### src/rtl/i2ct_pkg.sv
package i2ct_pkg;
   localparam int ADDR_BITS = 7;
   localparam int BYTE_BITS = ADDR_BITS + 1;

   typedef enum logic [2:0] {
      RX_IDLE, RX_ADDR, RX_ACKWAIT, RX_ACKDRIVE, RX_DATA, RX_SKIP
   } rx_state_t;

   typedef enum logic [2:0] {
      CLS_MINE, CLS_GENCALL, CLS_NULL, CLS_EXT, CLS_OTHER
   } addr_cls_t;

   function automatic addr_cls_t classify(input logic [ADDR_BITS-1:0] a,
                                          input logic [ADDR_BITS-1:0] mine);
      if (a == '0)                 return CLS_GENCALL;
      else if (a == 7'd1)          return CLS_NULL;
      else if (a[6:3] == 4'hF)     return CLS_EXT;
      else if (a == mine)          return CLS_MINE;
      else                         return CLS_OTHER;
   endfunction
endpackage

### src/rtl/i2ct_sync.sv
module i2ct_sync #(
   parameter int WIDTH  = 2,
   parameter int STAGES = 2
) (
   input  logic             clk,
   input  logic             rst_n,
   input  logic [WIDTH-1:0] d,
   output logic [WIDTH-1:0] q
);
   generate
      if (STAGES < 2) begin : g_bad
         $error("i2ct_sync needs at least two stages");
      end
   endgenerate

   logic [WIDTH-1:0] chain [STAGES];

   generate
      for (genvar s = 0; s < STAGES; s++) begin : g_stage
         always_ff @(posedge clk or negedge rst_n) begin
            if (!rst_n) chain[s] <= '1;
            else if (s == 0) chain[s] <= d;
            else chain[s] <= chain[(s == 0) ? 0 : s-1];
         end
      end
   endgenerate

   assign q = chain[STAGES-1];
endmodule

### src/rtl/i2ct_cond.sv
module i2ct_cond (
   input  logic clk,
   input  logic rst_n,
   input  logic scl_s,
   input  logic sda_s,
   output logic start_det,
   output logic stop_det,
   output logic scl_rise,
   output logic scl_fall,
   output logic busy
);
   logic scl_p, sda_p;

   always_ff @(posedge clk or negedge rst_n) begin
      if (!rst_n) begin
         scl_p <= 1'b1;
         sda_p <= 1'b1;
      end else begin
         scl_p <= scl_s;
         sda_p <= sda_s;
      end
   end

   assign start_det = scl_p & scl_s & sda_p & ~sda_s;
   assign stop_det  = scl_p & scl_s & ~sda_p & sda_s;
   assign scl_rise  = ~scl_p & scl_s;
   assign scl_fall  = scl_p & ~scl_s;

   always_ff @(posedge clk or negedge rst_n) begin
      if (!rst_n)         busy <= 1'b0;
      else if (start_det) busy <= 1'b1;
      else if (stop_det)  busy <= 1'b0;
   end

   a_r1_busy_after_start: assert property (@(posedge clk) disable iff (!rst_n)
      start_det |=> busy);
   a_r2_idle_after_stop: assert property (@(posedge clk) disable iff (!rst_n)
      stop_det |=> !busy);
endmodule

### src/rtl/i2ct_rx.sv
module i2ct_rx
   import i2ct_pkg::*;
(
   input  logic                 clk,
   input  logic                 rst_n,
   input  logic                 scl_s,
   input  logic                 sda_s,
   input  logic                 start_det,
   input  logic                 stop_det,
   input  logic                 scl_rise,
   input  logic                 scl_fall,
   input  logic [ADDR_BITS-1:0] own_addr,
   input  logic                 gc_ack_en,
   output logic                 sda_pull,
   output logic                 addr_hit,
   output logic                 rw_dir,
   output logic                 gen_call,
   output logic                 ext10_flag,
   output logic [BYTE_BITS-1:0] rx_data,
   output logic                 rx_valid
);
   rx_state_t            st;
   logic [2:0]           cnt;
   logic [BYTE_BITS-1:0] sh;
   logic                 go_data;
   logic [BYTE_BITS-1:0] sh_nx;
   addr_cls_t            cls;
   logic                 take;

   assign sh_nx = {sh[BYTE_BITS-2:0], sda_s};
   assign cls   = classify(sh_nx[BYTE_BITS-1:1], own_addr);
   assign take  = (cls == CLS_MINE) || ((cls == CLS_GENCALL) && gc_ack_en);

   always_ff @(posedge clk or negedge rst_n) begin
      if (!rst_n) begin
         st <= RX_IDLE; cnt <= '0; sh <= '0; go_data <= 1'b0;
         addr_hit <= 1'b0; rw_dir <= 1'b0; gen_call <= 1'b0;
         ext10_flag <= 1'b0; rx_data <= '0; rx_valid <= 1'b0;
      end else begin
         addr_hit <= 1'b0;
         rx_valid <= 1'b0;
         if (stop_det) begin
            st <= RX_IDLE;
         end else if (start_det) begin
            st <= RX_ADDR; cnt <= '0;
            rw_dir <= 1'b0; gen_call <= 1'b0; ext10_flag <= 1'b0;
         end else begin
            case (st)
               RX_ADDR, RX_DATA: if (scl_rise) begin
                  sh  <= sh_nx;
                  cnt <= cnt + 3'd1;
                  if (cnt == 3'd7) begin
                     if (st == RX_ADDR) begin
                        ext10_flag <= (cls == CLS_EXT);
                        if (take) begin
                           addr_hit <= 1'b1;
                           rw_dir   <= sh_nx[0];
                           gen_call <= (cls == CLS_GENCALL);
                           go_data  <= ~sh_nx[0];
                           st       <= RX_ACKWAIT;
                        end else begin
                           st <= RX_SKIP;
                        end
                     end else begin
                        rx_data  <= sh_nx;
                        rx_valid <= 1'b1;
                        go_data  <= 1'b1;
                        st       <= RX_ACKWAIT;
                     end
                  end
               end
               RX_ACKWAIT: if (scl_fall) st <= RX_ACKDRIVE;
               RX_ACKDRIVE: if (scl_fall) begin
                  st  <= go_data ? RX_DATA : RX_SKIP;
                  cnt <= '0;
               end
               default: ;
            endcase
         end
      end
   end

   assign sda_pull = (st == RX_ACKDRIVE);

   a_r4_pull_starts_scl_low: assert property (@(posedge clk) disable iff (!rst_n)
      $rose(sda_pull) |-> !scl_s);
   a_r3_hit_single_cycle: assert property (@(posedge clk) disable iff (!rst_n)
      addr_hit |=> !addr_hit);
   a_r8_valid_single_cycle: assert property (@(posedge clk) disable iff (!rst_n)
      rx_valid |=> !rx_valid);
   a_r10_no_data_when_read: assert property (@(posedge clk) disable iff (!rst_n)
      rx_valid |-> !rw_dir);
   a_r7_ext_never_acked: assert property (@(posedge clk) disable iff (!rst_n)
      ext10_flag |-> !sda_pull);
   a_r5_gc_needs_enable: assert property (@(posedge clk) disable iff (!rst_n)
      $rose(gen_call) |-> $past(gc_ack_en));
endmodule

### src/rtl/i2c_target_rx.sv
module i2c_target_rx #(
   parameter int SYNC_STAGES = 2
) (
   input  logic       clk,
   input  logic       rst_n,
   input  logic       scl_i,
   input  logic       sda_i,
   input  logic [6:0] own_addr,
   input  logic       gc_ack_en,
   output logic       sda_pull,
   output logic       bus_busy,
   output logic       addr_hit,
   output logic       rw_dir,
   output logic       gen_call,
   output logic       ext10_flag,
   output logic [7:0] rx_data,
   output logic       rx_valid
);
   logic scl_s, sda_s;
   logic start_det, stop_det, scl_rise, scl_fall;

   i2ct_sync #(.WIDTH(2), .STAGES(SYNC_STAGES)) u_sync (
      .clk(clk), .rst_n(rst_n), .d({scl_i, sda_i}), .q({scl_s, sda_s}));

   i2ct_cond u_cond (
      .clk(clk), .rst_n(rst_n), .scl_s(scl_s), .sda_s(sda_s),
      .start_det(start_det), .stop_det(stop_det),
      .scl_rise(scl_rise), .scl_fall(scl_fall), .busy(bus_busy));

   i2ct_rx u_rx (
      .clk(clk), .rst_n(rst_n), .scl_s(scl_s), .sda_s(sda_s),
      .start_det(start_det), .stop_det(stop_det),
      .scl_rise(scl_rise), .scl_fall(scl_fall),
      .own_addr(own_addr), .gc_ack_en(gc_ack_en),
      .sda_pull(sda_pull), .addr_hit(addr_hit), .rw_dir(rw_dir),
      .gen_call(gen_call), .ext10_flag(ext10_flag),
      .rx_data(rx_data), .rx_valid(rx_valid));
endmodule

### config.mk
export PLATFORM = sky130hd
export DESIGN_NAME = i2c_target_rx
export DESIGN_NICKNAME = d
export VERILOG_FILES = /design/src/rtl/i2ct_pkg.sv /design/src/rtl/i2ct_sync.sv /design/src/rtl/i2ct_cond.sv /design/src/rtl/i2ct_rx.sv /design/src/rtl/i2c_target_rx.sv
export SDC_FILE = /design/constraint.sdc
export NUM_CORES = 1
export LEC_CHECK = 0
export ABC_AREA = 1
export BUFFER_PORTS_ARGS = -buffer_cell sky130_fd_sc_hd__buf_2
export CAP_MARGIN = 20
export CORE_AREA = 2 2 64 60
export DETAILED_ROUTE_END_ITERATION = 10
export DIE_AREA = 0 0 66 62
export PLACE_DENSITY = 0.72
export SETUP_SLACK_MARGIN = 0.05
export SLEW_MARGIN = 20
export SYNTH_ARGS = -nofsm -noshare
export SYNTH_HDL_FRONTEND = slang
export SYNTH_SLANG_ARGS = --single-unit
### constraint.sdc
create_clock -name clk -period 1.6 [get_ports clk]
set_clock_uncertainty 0.05 [all_clocks]
set_input_delay 0.08 -clock clk [delete_from_list [all_inputs] [get_ports clk]]
set_output_delay 0.08 -clock clk [all_outputs]
set_load 0.01 [all_outputs]
=== Word-level counts from Yosys, hierarchy flattened ===
Index checks and enable logic that the tools add are counted.

* Add/subtract/negate cells: 1
* Equal/unequal tests: 17
* Multiplexer cells: 52
* Bitwise logic cells: 14
* Reductions and logical operators: 20

{| class="wikitable"
|+ Operators with widths
! operator !! number
|-
| 3-bit two-way mux || 15
|-
| 1-bit two-way mux || 35
|-
| 6-bit AND reduction || 3
|-
| 2-bit nonzero test || 6
|-
| 5-bit AND reduction || 2
|-
| 3-bit by 2-bit == test with 1-bit output, second input constant || 3
|-
| 3-bit one-hot mux with 3 select lines || 1
|-
| 4-bit inequality test, second input constant || 2
|-
| 4-bit AND reduction || 2
|-
| 1-bit bitwise AND || 7
|-
| 7-bit by 1-bit == test with 1-bit output, second input constant || 1
|-
| 7-bit == test || 1
|-
| 7-bit zero test || 1
|-
| 1-bit NOT || 7
|-
| 3-bit by 1-bit == test with 1-bit output, second input constant || 2
|-
| 3-bit == test, second input constant || 2
|-
| 3-bit one-hot mux with 2 select lines || 1
|-
| 5-bit nonzero test || 1
|-
| 4-bit == test, second input constant || 1
|-
| 4-bit by 1-bit inequality test with 1-bit output, second input constant || 1
|-
| 4-bit by 3-bit inequality test with 1-bit output, second input constant || 1
|-
| 3-bit by 1-bit adder with 3-bit output, second input constant || 1
|-
| 3-bit zero test || 1
|-
| 3-bit by 1-bit inequality test with 1-bit output, second input constant || 1
|-
| other kinds (6) || 6
|}

* Flip-flop bits (word level): 34
* Input port bits: 12
* Output and inout bits: 15
* Logic and storage cells: 119

=== Longest topological paths before layout ===
Gate-level depths: netlist (run 1).

* Word-level depth: 15
* Mapped depth: 11
* Depth with buffers taken out: 11

=== By module ===
A second synthesis (run 1) with hierarchy kept.

* Cell total of the unflattened synthesis: 193
* Area, all modules: 1720.4 sq um

{| class="wikitable"
|+ By module, submodules not included
! module !! times used !! cells each !! area an instance (sq um) !! sequential area each (sq um)
|-
| i2ct_rx || 1 || 170 || 1468.9 || 675.6
|-
| i2ct_cond || 1 || 17 || 131.4 || 77.6
|-
| i2ct_sync || 1 || 6 || 120.1 || 105.1
|}

=== Worst setup path after synthesis (run 1) ===
OpenSTA, ideal clock, no wires.

* Path kind: reg-to-reg
* Start: reg u_sync.chain, in the netlist u_sync.q[1]
* End: reg u_rx.rx_data[5]
* Library setup time: 73 ps
* Arrival time: 1472 ps
* Required time: 1477 ps
* Path slack: 5 ps
* Cell stages (with the launch flop): 7
* Path buffers: 1
* Period minus slack after synthesis: 1595 ps
* Path through: dfstp_2 inv_1 or2_4 nor4_4 buf_6 nor2_2 a21oi_2

* Longest elaborated chain between the ends: 5
* Elaborated cells between the ends (all ways): 9
* Those cells by class: bitwise: 8; reduce/logical: 1

{| class="wikitable"
|+ Ends and longest elaborated chain
! what !! line !! source
|-
| start, declared || i2ct_sync.sv:16 || <nowiki>logic [WIDTH-1:0] chain [STAGES];</nowiki>
|-
| start signal, assigned by index || i2ct_sync.sv:23 || <nowiki>else chain[s] <= chain[(s == 0) ? 0 : s-1];</nowiki>
|-
| 1-bit bitwise AND || i2ct_cond.sv:24, i2ct_cond.sv:25 ||
|-
| 1-bit bitwise AND (on tied branches) (2 in series) || i2ct_cond.sv:24, i2ct_cond.sv:25 ||
|-
| 1-bit NOT (no line) || -- ||
|-
| 6-bit AND reduction (no line) (*) || -- ||
|-
| end signal, assigned || i2ct_rx.sv:65 || <nowiki>rx_data <= sh_nx;</nowiki>
|-
| end, declared || i2ct_rx.sv:19 || <nowiki>output logic [BYTE_BITS-1:0] rx_data,</nowiki>
|}

Every way passes the cells marked *; elsewhere a longest branch is shown, timed or not.
A chain may end at the register's enable or synchronous reset.

=== Worst setup path in the final report (run 1) ===
* Start: reg u_sync.chain, in the netlist u_sync.q[1]
* End: reg u_rx.st[1]

* Longest elaborated chain between the ends: 5
* Elaborated cells between the ends (all ways): 16
* Those cells by class: eq/ne: 4; mux: 2; bitwise: 8; reduce/logical: 2

{| class="wikitable"
|+ Ends and longest elaborated chain
! what !! line !! source
|-
| 1-bit bitwise AND || i2ct_cond.sv:24, i2ct_cond.sv:25 ||
|-
| 1-bit bitwise AND (on tied branches) (2 in series) || i2ct_cond.sv:24, i2ct_cond.sv:25 ||
|-
| 4-bit by 3-bit inequality test with 1-bit output (no line), or another cell as far along || -- ||
|-
| 5-bit AND reduction (no line) or 3-bit two-way mux (tied branches) || -- ||
|-
| end signal, assigned || i2ct_rx.sv:74 || <nowiki>st <= go_data ? RX_DATA : RX_SKIP;</nowiki>
|-
| end, declared || i2ct_rx.sv:22 || <nowiki>rx_state_t st;</nowiki>
|}

Several ways; a longest one is shown, not always the timed one.

==> results of run 1 <==
## metrics by stage
step	hold slack, ns	total power, mW	util, %
2_1_floorplan	-0.2656	1.821	-
3_3_place_gp	0.1289	2.046	52.38
3_5_place_dp	0.1306	2.063	52.38
4_1_cts	0.1673	2.745	57.00
5_1_grt	0.1985	3.161	60.63
6_report	0.1775	2.920	60.63
## final cells by class
type	count	area (µm²)	share of cell area (%)
inverter	31	121.4	5.686
sequential	34	859.6	40.27
clock buffer	8	90.09	4.220
timing repair buffer	42	269.0	12.60
tap	46	57.56	2.696
multi-input combinational	127	737.0	34.53
## sequential cells by signal (all words and copies together), names as in the netlist, 2 cells and up
register / flops
u_sync.chain: 2
u_rx.sh: 7
u_sync.q: 2
u_rx.cnt: 3
u_rx.rx_data: 8
u_rx.st: 3
## layer usage
layer  wire (µm)  vias up  GRT usage [%]
met5           0        -              0
met4          97        0          9.038
met3         156       13          5.405
met2        1545       37          26.98
met1        1486      651          21.23
li1            -      705              -
## where the power goes
group | internal (mW) | total (mW) | switching [mW]
Sequential | 1.03 | 1.16 | 0.133
Combinational | 0.459 | 1.14 | 0.682
Clock | 0.350 | 0.620 | 0.270
Total | 1.84 | 2.92 | 1.08
## cells by family after synthesis
kind of cell / share of synthesized area, %
AND/OR/NAND/NOR: 28.69
AO/OA/AOI/OAI: 6.883
flip-flops: 53.05
adder cells (fa/ha/maj): 1.547
XOR/XNOR: 1.624
buffers and inverters: 8.198
## what timing repair did
| item | CTS | global route |
|---|---|---|
| pin swaps | 0 | 9 |
| hold endpoints to repair | 30 | 0 |
| buffers inserted | 2 | 4 |
| hold buffers | 3 | 0 |
| endpoints found under the setup margin | 14 | 24 |
| resized for setup | 7 | 32 |
## worst register-to-register path, cell delays in order (launching register included)
cell and delay (ns):
dfstp_2 0.55, inv_2 0.04, or2_4 0.27, nand2_2 0.09, nor2_4 0.05, nor2_4 0.12, nand3_2 0.09, nor2_2 0.14
nand2_1 0.07, nand2_1 0.06
## worst paths after layout
| path | startpoint | to | depth (start not counted) |
|---|---|---|---|
| worst max-delay path | u_sync.q[1] | u_rx.st[1] | 9 |
| max in group asynchronous | rst_n | u_rx.sh[5] | 2 |
| worst min register to register | u_sync.chain[2] | u_sync.q[0] | 0 |
| worst min-delay path | gc_ack_en | u_rx.addr_hit | 5 |
| min in group asynchronous | rst_n | u_rx.rx_data[1] | 2 |
| worst max register to register | u_sync.q[1] | u_rx.st[1] | 9 |
## synth_stat cells
| cell type | n |
|---|---|
| a211oi_1 | 1 |
| a21oi_1 | 7 |
| a21oi_2 | 1 |
| buf_2 | 1 |
| buf_6 | 1 |
| dfrtp_1 | 28 |
| dfstp_2 | 6 |
| ha_1 | 2 |
| inv_1 | 31 |
| nand2_1 | 56 |
| nand3_1 | 16 |
| nand3_4 | 1 |
| nand4_1 | 2 |
| nor2_1 | 17 |
| nor2_2 | 3 |
| nor3_1 | 3 |
| nor3_4 | 1 |
| nor4_4 | 1 |
| o21ai_0 | 11 |
| o21ai_1 | 1 |
| or2_4 | 1 |
| xnor2_1 | 3 |
==> results.cfg, run 1 <==
[status]
status = finished with violations
violations = negative setup slack

[yosys]
synthesis.area_um2 = 1618
synth_fp_nets = 208
netlist_instances = 194
yosysUniqueCellTypes = 22
seq_area_frac_synth_pct = 53.05
synth_top_area_share_pct = 43.31
synthTopCellsByArea = dfrtp_1 (43%), nand2_1 (13%), dfstp_2 (9.7%)
postSynthAreaPerCell_um2 = 8.339
synth_area_leader_cell = dfrtp_1
synth-warning-count = 0
synth_seq_cells = 34

[clocking]
htreeDepth = 2
clockRootBuffer = clkbuf_8
cts_tree = done
clock_latency_ns = 0.28
path_clk_slew_ns = 0.06
ctsLongestPathBuffers = 2
clock_sinks = 34
cts_buffers = 5

[routing]
drc = 0
via_count = 1406
wire_per_inst_um = 11.40
drtPass1Iterations = 4
viasPerCell = 4.882
drt_iter0_markers = 83
ant_nets = 0
routed_wl_um = 3284

[final_layout]
layout_common_cells = nand2_1 (51), dfrtp_1 (27), inv_1 (26), buf_2 (26)
fin_nets = 255
final_common_cell = nand2_1
fin_area_um2 = 2135
antennaDiodeCount = 0
layout-drive-gt1-share_pct = 35.95
finalNonFillerCells = 288
syn_to_final_growth_pct = 31.94
fillers = 311

[placed_design]
place.gp.congestion = 0.9212
post-place-ws_ns = -0.009944
dp_hpwl_um = 2188
placed_cells = 271
dpl_cell_area_um2 = 1844
io_buffers = 26

[worst_setup_path]
cp-end-kind = flop
reg2reg_slack_ns = -0.0006
crit_family = simple AND/OR/NAND/NOR gates
crit_arrival_ns = 1.77
critPathMaxFanout = 3
crit_buf_inv = 1
slowest_stage = dfstp_2
slowest_delay_ns = 0.55
start_kind = flop
path_cells = inv_2 -> or2_4 -> nand2_2 -> nor2_4 -> nor2_4 -> nand3_2 -> nor2_2 -> nand2_1 -> nand2_1
cp_data_required_time_ns = 1.77
crit_type = reg -> reg

[sta]
hold_violations = 0
drv_slew = 0
setup_viol = 1
setup_ws_ns = -0.0005508
fmaxAchievable_mhz = 624.8
fin_setup_tns_ns = -0.0005508
rsz0062_at_grt = true
relSlewSlack_pct = 52.33
worstMarginPinSlew_ns = 0.7151
fin_crit_ns = 1.601
period_share_pct = 100.0

[floorplan]
rows = 21
die_y_um = 62
coreArea_um2 = 3521
start_util_pct = 45.95
dieArea_um2 = 4092
ios = 27
die_w_um = 66

[grt]
grt_overflow = 0
grt_pass1_vias = 1236
grt_use_total_pct = 17.02
grt_max_degree = 35
antenna_found_initial = 0
grt_pass1_wl_um = 5092

[worst_hold_path]
hold_class = in -> reg

[power_and_ir_drop]
vdd_ir_drop_max_uv = 602.4
p_leak_nw = 1.122
power_density_nw_per_um2 = 1368

[job]
maxCapViolCount = 0
(Power assumes the default switching activity.)
==> inputs of run 2 (changes only) <==
ABC_AREA = default   (was 1)
CTS_CLUSTER_DIAMETER = 80   (was default)
PLACE_DENSITY = 0.71   (was 0.72)
==> run 2 against run 1 <==
Compared with the run above:
- the flow still finishes with violations (negative setup slack)
- clock power is 4.7% higher
- highest routed layer unchanged
- maximum frequency shrank 13%
- largest power group is now combinational cells
- die area is the same
==> results.cfg, run 2 <==
[status]
status = finished with violations
violations = negative setup slack

[clocking]
ctsLongestPathBuffers = 2
clockRootBuffer = clkbuf_8
clock_latency_ns = 0.29
cts_buffers = 5
htreeDepth = 2
cts_tree = done
path_clk_slew_ns = 0.07
clock_sinks = 34

[sta]
holdWs_ns = 0.1481
setup_viol = 16
setup_ws_ns = -0.2438
hold_violations = 0
fin_setup_tns_ns = -2.810
fin_crit_ns = 1.844
period_share_pct = 115.2
rsz0062_at_grt = true
worstMarginPinSlew_ns = 0.4287
drv_slew = 0
relSlewSlack_pct = 71.42
fmaxAchievable_mhz = 542.4

[routing]
drt_iter0_markers = 67
via_count = 1381
routed_wl_um = 4080
ant_nets = 0
viasPerCell = 5.332
drtPass1Iterations = 4
wire_per_inst_um = 15.75
drc = 0

[worst_setup_path]
cp-end-kind = flop
worstReg2RegStart = u_rx.sh[6]
rr_worst_depth = 6
crit_type = reg -> reg
reg2reg_slack_ns = -0.24
crit_arrival_ns = 1.97
timing.rr.end = u_rx.rw_dir
start_kind = flop
cp_data_required_time_ns = 1.73
critPathMaxFanout = 3

[placed_design]
dp_hpwl_um = 2493
dpl_cell_area_um2 = 2043
io_buffers = 26
placed_cells = 235
place.gp.congestion = 0.8627

[floorplan]
ios = 27
dieArea_um2 = 4092
coreArea_um2 = 3521
die_y_um = 62
die_w_um = 66
rows = 21
start_util_pct = 45.49

[final_layout]
syn_to_final_growth_pct = 55.39
final_common_cell = buf_4
layout_common_cells = buf_4 (32), buf_2 (25), dfrtp_1 (25)
top_regs = u_rx.rx_data: 8 flops, u_rx.sh: 7 flops
finalNonFillerCells = 259
fillers = 236
top_register = u_rx.rx_data
antennaDiodeCount = 0
fin_area_um2 = 2489
utilization_pct = 70.68
seq_area_um2 = 862.1
multiInputGateArea_um2 = 903.4
largest_reg_flops = 8
fin_nets = 226
layout-drive-gt1-share_pct = 59.62

[yosys]
synth.most_common_cell = dfrtp_1
synth_edf_count = 0
synth_fp_nets = 150
yosysUniqueCellTypes = 44
synth_top_area_share_pct = 43.75
synthesis.area_um2 = 1602
synthTopCellsByArea = dfrtp_1 (44%), dfstp_2 (9.8%), mux2_2 (5.6%)
seq_area_frac_synth_pct = 53.59
synth_common_cells = dfrtp_1 (28), nor2_1 (10), mux2_2 (8), nand2_1 (8), a21oi_1 (7)
async_reset_ff_share_pct = 100.0
synth_seq_cells = 34
synth_ff_type = dfrtp_1
synth-warning-count = 0
postSynthAreaPerCell_um2 = 11.78
netlist_instances = 136
synth_area_leader_cell = dfrtp_1

[power_and_ir_drop]
p_leak_nw = 1.214
vdd_ir_drop_max_uv = 899.4
power_density_nw_per_um2 = 1308

[worst_hold_path]
min_to = u_rx.gen_call
hp-start = gc_ack_en
min_path_cells = 3
hold_class = in -> reg

[grt]
grt_max_degree = 35
grt_pass1_vias = 1386
antenna_found_initial = 0
grt_pass1_wl_um = 6382
grt_overflow = 0
grt_use_total_pct = 21.22

[job]
maxCapViolCount = 0
==> run 2: cell type report <==
cell class,count,area share (%)
multi-input cells,96,36.30
flip-flops and latches,34,34.64
repair buffers,73,22.78
clock buffers,7,3.469
well taps,46,2.313
inverters,2,0.3017
clock inverters,1,0.2011
==> run 2: how the worst max path moves through the flow <==
stage | from | end | slack, ns
2_1_floorplan | u_rx.sh[1] | u_rx.rw_dir | -0.20
3_3_place_gp | u_rx.sh[1] | u_rx.rw_dir | -0.22
3_5_place_dp | u_rx.sh[1] | u_rx.rw_dir | -0.27
4_1_cts | u_rx.sh[1] | u_rx.rw_dir | -0.22
5_1_grt | u_rx.sh[6] | u_rx.rw_dir | -0.30
6_report | u_rx.sh[6] | u_rx.rw_dir | -0.24
==> run 2: logic make-up (layout without fill, tap and decap cells) <==
kind of cell	Yosys count	in the layout	synth area share, %
AO/OA/AOI/OAI	27	27	12.42
XOR/XNOR	7	7	3.828
adder cells (fa/ha/maj)	2	2	1.562
buffers and inverters	6	83	2.031
flip-flops	34	34	53.59
multiplexers	16	16	11.09
AND/OR/NAND/NOR	44	44	15.47
==> run 2: stage by stage <==
stage	setup slack (ns)	total power, mW
after floorplan	-0.1953	1.733
after global placement	-0.2215	2.110
after detailed placement	-0.2720	2.160
after CTS	-0.2181	3.053
after global routing	-0.2997	3.435
final	-0.2438	3.255
==> run 2: critical path, cell delays in order (launching register included) <==
cell and delay [ns]:
dfrtp_2 0.45, buf_4 0.16, nand3_1 0.12, a21oi_2 0.08, or3_4 0.42, a21oi_4 0.15, mux2_4 0.31
==> run 2: repair_timing <==
action                                  4_1_cts  5_1_grt
pin swaps                                     3        6
hold buffers                                  3        0
gates cloned                                  1        0
setup buffers                                 6        6
endpoints found under the setup margin       25       26
gates resized for setup                      35       15
hold endpoints to repair                     30        0
==> run 2: routing by layer <==
metal,track usage [%],vias up,routed length [µm]
li1,-,644,-
met1,25.93,684,1743
met2,36.65,45,2042
met3,4.865,8,200
met4,9.621,0,94
met5,0,-,0
==> run 2: report_power, final <==
part	leakage (nW)	switching, mW	total (mW)	internal (mW)
clock	0.0482	0.302	0.649	0.347
sequential	0.439	0.154	1.16	1.00
combinational	0.726	0.606	1.45	0.845
total	1.21	1.06	3.26	2.19
==> inputs of run 3 (changes only) <==
CELL_PAD_IN_SITES_DETAIL_PLACEMENT = 1   (was default)
CELL_PAD_IN_SITES_GLOBAL_PLACEMENT = 1   (was default)
CORE_AREA = 2 2 71 66   (was 2 2 64 60)
DIE_AREA = 0 0 73 68   (was 0 0 66 62)
HOLD_SLACK_MARGIN = 0.1   (was default)
PLACE_DENSITY = default   (was 0.71)
PLACE_DENSITY_LB_ADDON = 0.1   (was default)
SKIP_CTS_REPAIR_TIMING = 1   (was default)
==> run 3 against run 2 <==
Compared with the run above:
- the flow still finishes with violations (negative setup slack)
- maximum frequency shrank 3.8%
- sequential share of layout area is 0.20 points higher
- clock-buffer cell count unchanged
- first-iteration DRC count fell by 28%
- combinational power decreased by 5%
- wire length increased by 15%
- total power shrank 1.4%
- non-clock buffer count shrank 1
- die area increased by 21%
- via count down 2.1%
- critical path depth shrank 1
- largest power group unchanged
==> results.cfg, run 3 (synthesized netlist as in run 2, its figures left out) <==
[final_layout]
multiInputGateArea_um2 = 898.4
top_regs = u_rx.rx_data: 8 flops, u_rx.sh: 7 flops
antennaDiodeCount = 0
seq_area_um2 = 865.8
fin_nets = 225
layout-drive-gt1-share_pct = 60.85
syn_to_final_growth_pct = 55.16
top_register = u_rx.rx_data
final_common_cell = buf_4
fillers = 455
largest_reg_flops = 8
layout_common_cells = buf_4 (31), buf_2 (26), dfrtp_1 (22)

[sta]
fin_crit_ns = 1.918
rsz0062_at_grt = true
relSlewSlack_pct = 70.57
hold_violations = 0
period_share_pct = 119.8
fin_setup_tns_ns = -3.408
holdWs_ns = 0.1486
drv_slew = 0
setup_ws_ns = -0.3175
fmaxAchievable_mhz = 521.5
setup_viol = 24
worstMarginPinSlew_ns = 0.4415

[power_and_ir_drop]
netSwitchingFraction_pct = 33.78
internal_power_mw = 2.125
pwr-share-seq_pct = 36.6
power_frac_comb_pct = 43.1
vdd_ir_drop_max_uv = 512.7
p_leak_nw = 1.213
pwr-share-clk_pct = 20.3
p_switching_mw = 1.084
power_density_nw_per_um2 = 1291

[worst_setup_path]
crit_arrival_ns = 2.04
cp_data_required_time_ns = 1.72
crit_family = simple AND/OR/NAND/NOR gates
slowest_stage = dfrtp_2
crit_buf_inv = 0
slowest_delay_ns = 0.48
start_kind = flop
critPathMaxFanout = 6
crit_type = reg -> reg
path_cells = xnor2_1 -> nand4_1 -> or3_4 -> a21oi_4 -> mux2_4
cp-end-kind = flop

[grt]
grt_max_degree = 19
grt_use_total_pct = 18.30
grt_pass1_wl_um = 6624
grt_overflow = 0
grt_pass1_vias = 1340
antenna_found_initial = 0

[routing]
drc = 0
drtPass1Iterations = 4
wire_per_inst_um = 17.84
via_count = 1352
viasPerCell = 5.160
ant_nets = 0
routed_wl_um = 4674
drt_iter0_markers = 48

[clocking]
htreeDepth = 2
cts_buffers = 5
clock_sinks = 34
ctsLongestPathBuffers = 2
cts_tree = done
clock_latency_ns = 0.28
path_clk_slew_ns = 0.07
clockRootBuffer = clkbuf_8

[floorplan]
coreArea_um2 = 4288
die_y_um = 68
ios = 27
dieArea_um2 = 4964
rows = 23
die_w_um = 73
start_util_pct = 37.35

[job]
maxCapViolCount = 0

[status]
status = finished with violations
violations = negative setup slack

[placed_design]
io_buffers = 26
place.gp.congestion = 0.7820
dp_hpwl_um = 3150
post-place-ws_ns = -0.2986

[worst_hold_path]
hold_class = in -> reg
## run 3: changes by cell type in the layout (fill, tap and decap cells not counted), moves of 2 or more
cell     change
buf_6        -2
mux2_2       +3
dfrtp_2      +3
mux2_4       -3
dfrtp_1      -3
## run 3: final timing paths
kind / startpoint / to / slack (ns) / cells after the start
setup / recovery: u_rx.sh[3] / u_rx.rw_dir / -0.32 / 5
hold / removal: gc_ack_en / u_rx.gen_call / 0.15 / 3
setup reg to reg: u_rx.sh[3] / u_rx.rw_dir / -0.32 / 5
hold reg to reg: u_sync.chain[3] / u_sync.q[1] / 0.31 / 0
max in group asynchronous: rst_n / u_cond.sda_p / 0.75 / 3
min in group asynchronous: rst_n / u_rx.rx_data[5] / 0.22 / 2
## run 3: worst min-delay path, cell delays in order
cell and delay [ns]:
buf_2 0.11, o211ai_1 0.12, a21oi_1 0.13
## run 3: power groups by stage
stage	registers, mW	clock network [mW]	logic (mW)
final	1.17	0.650	1.38
after global routing	1.19	0.706	1.49
after CTS	1.14	0.665	1.06
after detailed placement	1.16	0	1.05
after global placement	1.15	0	1.00
after floorplan	1.15	0	0.587
## run 3: area by class of cell
| cell class | count | area share, % |
|---|---|---|
| clock buffers | 7 | 3.474 |
| clock inverters | 1 | 0.2014 |
| inverters | 2 | 0.3021 |
| multi-input cells | 96 | 36.15 |
| flip-flops and latches | 34 | 34.84 |
| well taps | 50 | 2.518 |
| repair buffers | 72 | 22.51 |
## run 3: stage by stage
stage | instances | util [%] | power, mW | cell area, µm²
CTS | 251 | 50.89 | 2.865 | 2182
finish | 262 | 57.95 | 3.208 | 2485
floorplan | 136 | - | 1.733 | 1654
global route | 262 | 57.95 | 3.393 | 2485
global placement | 243 | 48.76 | 2.149 | 2091
detailed placement | 243 | 48.76 | 2.209 | 2091
## run 3: per-layer routing
| metal | global-route usage, % | share of wire (%) |
|---|---|---|
| met5 | 0 | 0 |
| met4 | 6.250 | 0.94 |
| met3 | 4.860 | 3.5 |
| met2 | 29.73 | 51 |
| met1 | 23.72 | 45 |
